[src/rtl/pfm_pkg.sv]
package pfm_pkg;
    localparam int NUM_CH = 2;

    typedef enum logic [1:0] {
        A_STAT = 2'd0,
        A_CTRL = 2'd1,
        A_CS   = 2'd2
    } reg_addr_e;

    typedef struct packed {
        logic oc_main;
        logic oc_aux;
        logic uv;
        logic hot_slot;
        logic hot_die;
    } evt_t;

    typedef struct packed {
        logic       pin_mode;
        logic [2:0] ctrl;
        logic       mask;
        logic       oc_main;
        logic       oc_aux;
        logic       uv;
        logic       hot_slot;
        logic       hot_die;
        logic       fault;
    } state_t;
endpackage

[src/rtl/pfm_slow_filter.sv]
module pfm_slow_filter #(
    parameter int LIMIT = 20,
    localparam int CW = $clog2(LIMIT + 1)
) (
    input  logic clk,
    input  logic rst_n,
    input  logic clr,
    input  logic trip,
    output logic expired
);
    localparam logic [CW-1:0] LIM_C = CW'(LIMIT);

    logic [CW-1:0] cnt_d, cnt_q;

    always_comb begin
        cnt_d = cnt_q;
        if (clr || !trip) begin
            cnt_d = '0;
        end else if (cnt_q != LIM_C) begin
            cnt_d = cnt_q + 1'b1;
        end
    end

    always_ff @(posedge clk) begin
        if (!rst_n) cnt_q <= '0;
        else        cnt_q <= cnt_d;
    end

    assign expired = (cnt_q == LIM_C);
endmodule

[src/rtl/pfm_fault_eval.sv]
module pfm_fault_eval
    import pfm_pkg::*;
#(
    parameter int NUM_UV = 3
) (
    input  logic [NUM_UV-1:0] uv_low,
    input  logic [NUM_CH-1:0] oc_fast,
    input  logic [NUM_CH-1:0] oc_slow,
    input  logic [NUM_CH-1:0] slow_expired,
    input  logic              slot_hot,
    input  logic              die_hot,
    output evt_t              evt
);
    logic [NUM_CH-1:0] ch_trip;

    always_comb begin
        for (int c = 0; c < NUM_CH; c++) begin
            ch_trip[c] = oc_fast[c]
                       | (oc_slow[c] & slow_expired[c])
                       | (oc_slow[c] & slot_hot);
        end
        evt.oc_main  = ch_trip[0];
        evt.oc_aux   = ch_trip[1];
        evt.uv       = |uv_low;
        evt.hot_slot = slot_hot & (|oc_slow);
        evt.hot_die  = die_hot;
    end
endmodule

[src/rtl/pwr_fault_mon.sv]
module pwr_fault_mon
    import pfm_pkg::*;
#(
    parameter int NUM_UV     = 3,
    parameter int SLOW_LIMIT = 20
) (
    input  logic              clk,
    input  logic              rst_n,
    input  logic              mode_strap,
    input  logic              reg_wr,
    input  logic [1:0]        reg_addr,
    input  logic [7:0]        reg_wdata,
    output logic [7:0]        reg_rdata,
    input  logic [NUM_UV-1:0] uv_low,
    input  logic [1:0]        oc_fast,
    input  logic [1:0]        oc_slow,
    input  logic              slot_hot,
    input  logic              die_hot,
    input  logic              on_pin,
    input  logic              auxen_pin,
    input  logic              force_n,
    output logic              irq_n,
    output logic              fault_n
);
    state_t            state_d, state_q;
    evt_t              evt;
    logic [NUM_CH-1:0] slow_expired;
    logic              force_on;
    logic              pins_en;
    logic              arm;
    logic              wr_stat, wr_ctrl, wr_cs;

    assign force_on = ~force_n & ~state_q.ctrl[2];
    assign pins_en  = on_pin | auxen_pin;

    for (genvar c = 0; c < NUM_CH; c++) begin : g_filt
        pfm_slow_filter #(.LIMIT(SLOW_LIMIT)) u_filt (
            .clk     (clk),
            .rst_n   (rst_n),
            .clr     (force_on),
            .trip    (oc_slow[c]),
            .expired (slow_expired[c])
        );
    end

    pfm_fault_eval #(.NUM_UV(NUM_UV)) u_eval (
        .uv_low       (uv_low),
        .oc_fast      (oc_fast),
        .oc_slow      (oc_slow),
        .slow_expired (slow_expired),
        .slot_hot     (slot_hot),
        .die_hot      (die_hot),
        .evt          (evt)
    );

    always_comb begin
        wr_stat = reg_wr && (reg_addr == A_STAT);
        wr_ctrl = reg_wr && (reg_addr == A_CTRL);
        wr_cs   = reg_wr && (reg_addr == A_CS);
        arm     = (state_q.pin_mode ? pins_en : |state_q.ctrl[1:0]) & ~force_on;

        state_d = state_q;
        if (wr_ctrl) state_d.ctrl = reg_wdata[2:0];
        if (wr_cs)   state_d.mask = reg_wdata[3];

        if (wr_stat) begin
            state_d.oc_main = state_d.oc_main & ~reg_wdata[0];
            state_d.oc_aux  = state_d.oc_aux  & ~reg_wdata[2];
            state_d.uv      = state_d.uv      & ~reg_wdata[4];
        end
        if (wr_cs) begin
            state_d.hot_slot = state_d.hot_slot & ~reg_wdata[1];
            state_d.hot_die  = state_d.hot_die  & ~reg_wdata[2];
        end

        if (arm) begin
            state_d.oc_main  = state_d.oc_main  | evt.oc_main;
            state_d.oc_aux   = state_d.oc_aux   | evt.oc_aux;
            state_d.uv       = state_d.uv       | evt.uv;
            state_d.hot_slot = state_d.hot_slot | evt.hot_slot;
            state_d.hot_die  = state_d.hot_die  | evt.hot_die;
        end

        if (state_q.pin_mode) begin
            state_d.fault = (state_q.fault | (arm & (|evt))) & pins_en & ~force_on;
        end else begin
            state_d.fault = 1'b0;
        end
    end

    always_ff @(posedge clk) begin
        if (!rst_n) begin
            state_q          <= '0;
            state_q.mask     <= 1'b1;
            state_q.pin_mode <= mode_strap;
        end else begin
            state_q <= state_d;
        end
    end

    always_comb begin
        case (reg_addr)
            A_STAT:  reg_rdata = {state_q.fault, 2'b00, state_q.uv, 1'b0,
                                  state_q.oc_aux, 1'b0, state_q.oc_main};
            A_CTRL:  reg_rdata = {5'b0, state_q.ctrl};
            A_CS:    reg_rdata = {4'b0, state_q.mask, state_q.hot_die,
                                  state_q.hot_slot, 1'b0};
            default: reg_rdata = 8'h00;
        endcase
    end

    assign irq_n   = ~(~state_q.mask & (state_q.oc_main | state_q.oc_aux | state_q.uv
                                        | state_q.hot_slot | state_q.hot_die));
    assign fault_n = ~state_q.fault;
endmodule

[config.mk]
export PLATFORM = sky130hd
export DESIGN_NAME = pwr_fault_mon
export DESIGN_NICKNAME = d
export VERILOG_FILES = /design/src/rtl/pfm_pkg.sv /design/src/rtl/pfm_slow_filter.sv /design/src/rtl/pfm_fault_eval.sv /design/src/rtl/pwr_fault_mon.sv
export SDC_FILE = /design/constraint.sdc
export NUM_CORES = 1
export LEC_CHECK = 0
export BUFFER_PORTS_ARGS = -buffer_cell sky130_fd_sc_hd__buf_2
export CAP_MARGIN = 20
export CORE_ASPECT_RATIO = 1.5
export CORE_MARGIN = 3
export CORE_UTILIZATION = 25
export CTS_CLUSTER_SIZE = 40
export DETAILED_ROUTE_END_ITERATION = 7
export GPL_TIMING_DRIVEN = 0
export MAX_ROUTING_LAYER = met4
export PLACE_DENSITY = 0.46
export SLEW_MARGIN = 5
export SYNTH_ARGS = -nofsm -noshare
export SYNTH_HDL_FRONTEND = slang
export SYNTH_SLANG_ARGS = --single-unit
[constraint.sdc]
create_clock -name clk -period 3.45 [get_ports clk]
set_input_delay 0 -clock clk [delete_from_list [all_inputs] [get_ports clk]]
set_output_delay 0 -clock clk [all_outputs]
set_load 0.01 [all_outputs]
==> qor.csv <==
metric,value,unit
status,"complete, no violations",
synthArstFlopShare,0,%
slew_viol_final,0,
crit_end,irq_n,
drc,0,
max_cap_violations,0,
wl_per_cell,12.3,um
reg2reg_setup_slack,2.10,ns
clk_pin_slew,0.07,ns
reg2reg_from,g_filt[1].u_filt.cnt_q[0],
die_height,87.5,um
startpoint_type,register,
skew,0.00171,ns
worstPathMaxFanout,3,
fp.dieW,60.3,um
synth_cell_types,33,
hp-class,in2reg,
setup_viol,0,
track_usage,11.4,%
grt_pass1_wl,4510,um
critPathCaptureType,output port,
insertion_delay,0.25,ns
crit_type,reg2out,
final-hold-violation-count,0,
num_io_pins,36,
final_cell_mix,"30 x buf_2, 21 x nor2_1, 20 x dfxtp_1",
cts_max_level,1,
p_leak,0.566,nW
cts_tree,done,
final_core_util,32.9,%
syn_area,1110,sq um
routed_wl,2600,um
initial_core_util,26.1,%
syn_to_final_growth,26.0,%
tns,0,ns
antenna_found_initial,0,
final.period_utilization,39.8,%
layout-drive-gt1-share,27.3,%
cp_data_arrival_time,1.37,ns
crit_start,state_q[1],
final_net_count,196,
final_common_cell,buf_2,
diodes,0,
reg2reg_to,state_q[0],
ys.flop_type,dfxtp_1,
first_global_vias,1026,
drt_first_pass_iters,4,
root_buffer,clkbuf_8,
timing.fmax,729,MHz
syn-instance-count,127,
numCtsBuffers,3,
clockBufferDepth,2,
die_area,5280,sq um
gr-total-overflow,0,
yosysSeqAreaShare,38.9,%
vias,983,
gp_congestion,0.808,
dpl.hpwl,2150,um
vias_per_cell,4.66,
cts_resized,0,
fp-row-count,29,
synth_edf_count,1,
detail-route-antenna-nets,0,
clock_sinks,21,
numPortBuffers,30,
first_iter_violations,22,
yosys_warnings,0,
finalCriticalPeriod,1.37,ns
synth_seq_cells,21,
cellPowerDensity,352,nW/um^2
ir_drop,172,uV
synth_area_per_cell,8.72,sq um
critPathRequiredTime,3.45,ns
r2r_cells,6,
rsz0062_at_grt,false,
core-area,4250,sq um
grt_max_degree,13,
[layout make-up]
| cell class | count | area (sq um) |
|---|---|---|
| Fill cell | 451 | 2850 |
| Multi-Input combinational cell | 98 | 639 |
| Sequential cell | 21 | 430 |
| Timing Repair Buffer | 33 | 180 |
| Tap cell | 46 | 57.6 |
| Clock buffer | 3 | 41.3 |
| Inverter | 6 | 22.5 |
| Buffer | 3 | 18.8 |
| Clock inverter | 1 | 5.00 |
[worst max-delay path, cell delays in order, from the launching register on]
cell and delay, ns:
dfxtp_1 0.32, or4_1 0.52, o21bai_1 0.13, buf_2 0.14
[metal layers]
metal	GRT usage, %	up-vias	routed length, um
li1	-	510	-
met5	-	-	0
met2	19.4	32	1320
met4	5.04	0	38
met1	12.9	437	1100
met3	1.48	4	139
[stage by stage]
step	cells	hold WS (ns)	total power, mW	cell area (sq um)	setup slack, ns
final	211	0.0188	0.491	1400	2.08
after floorplan	128	0.0475	0.307	1110	2.22
after global routing	211	0.0278	0.518	1400	1.98
after CTS	211	0.0170	0.500	1400	2.06
after global placement	204	0.182	0.336	1320	2.12
after detailed placement	204	0.190	0.337	1320	2.11
[synthesized netlist by cell type (all sizes together), types with 3 or more instances]
cell | n | share of area [%]
nand3 | 15 | 6.8
xor2 | 4 | 3.2
nand2 | 11 | 3.7
a21oi | 11 | 7.0
a22oi | 3 | 2.0
xnor2 | 4 | 3.2
ha | 4 | 4.5
nor3 | 4 | 2.3
nor2 | 21 | 7.1
inv | 6 | 2.0
dfxtp | 20 | 36
[registers in the layout, summed over array words and instances (netlist names)]
signal               cells
g_filt.u_filt.cnt_q     10
state_d                  1
state_q                 10
[how the worst min path moves through the flow]
stage | cells after the start | slack [ns] | to | startpoint
6_report | 3 | 0.02 | state_q[7] | reg_wdata[0]
5_1_grt | 3 | 0.03 | state_q[8] | reg_wdata[1]
4_1_cts | 3 | 0.02 | state_q[7] | reg_wdata[0]
3_5_place_dp | 1 | 0.19 | state_d[10] | mode_strap
3_3_place_gp | 1 | 0.18 | state_d[10] | mode_strap
2_1_floorplan | 1 | 0.05 | reg_rdata[0] | reg_addr[1]
[repair_timing]
item / CTS / global route
endpoints found under the setup margin: 0 / 0
hold endpoints to repair: 2 / 0
buffers inserted: 0 / 0
hold buffers: 3 / 0
[logic make-up after synthesis]
kind of cell | count (synthesis) | share of synthesized area, %
buffers and inverters | 9 | 3.73
adder cells (fa/ha/maj) | 4 | 4.52
AND/OR/NAND/NOR | 62 | 31.2
multiplexers | 2 | 1.81
flip-flops | 21 | 38.9
AO/OA/AOI/OAI | 20 | 13.2
other | 1 | 0.339
XOR/XNOR | 8 | 6.33
[power by group]
part	leakage, nW	total [mW]	internal, mW	switching, mW
registers	0.172	0.261	0.253	0.00756
logic	0.368	0.0734	0.0342	0.0393
clock network	0.0255	0.157	0.0803	0.0766
total	0.566	0.491	0.368	0.123
Power figures use the tool's default switching activity.
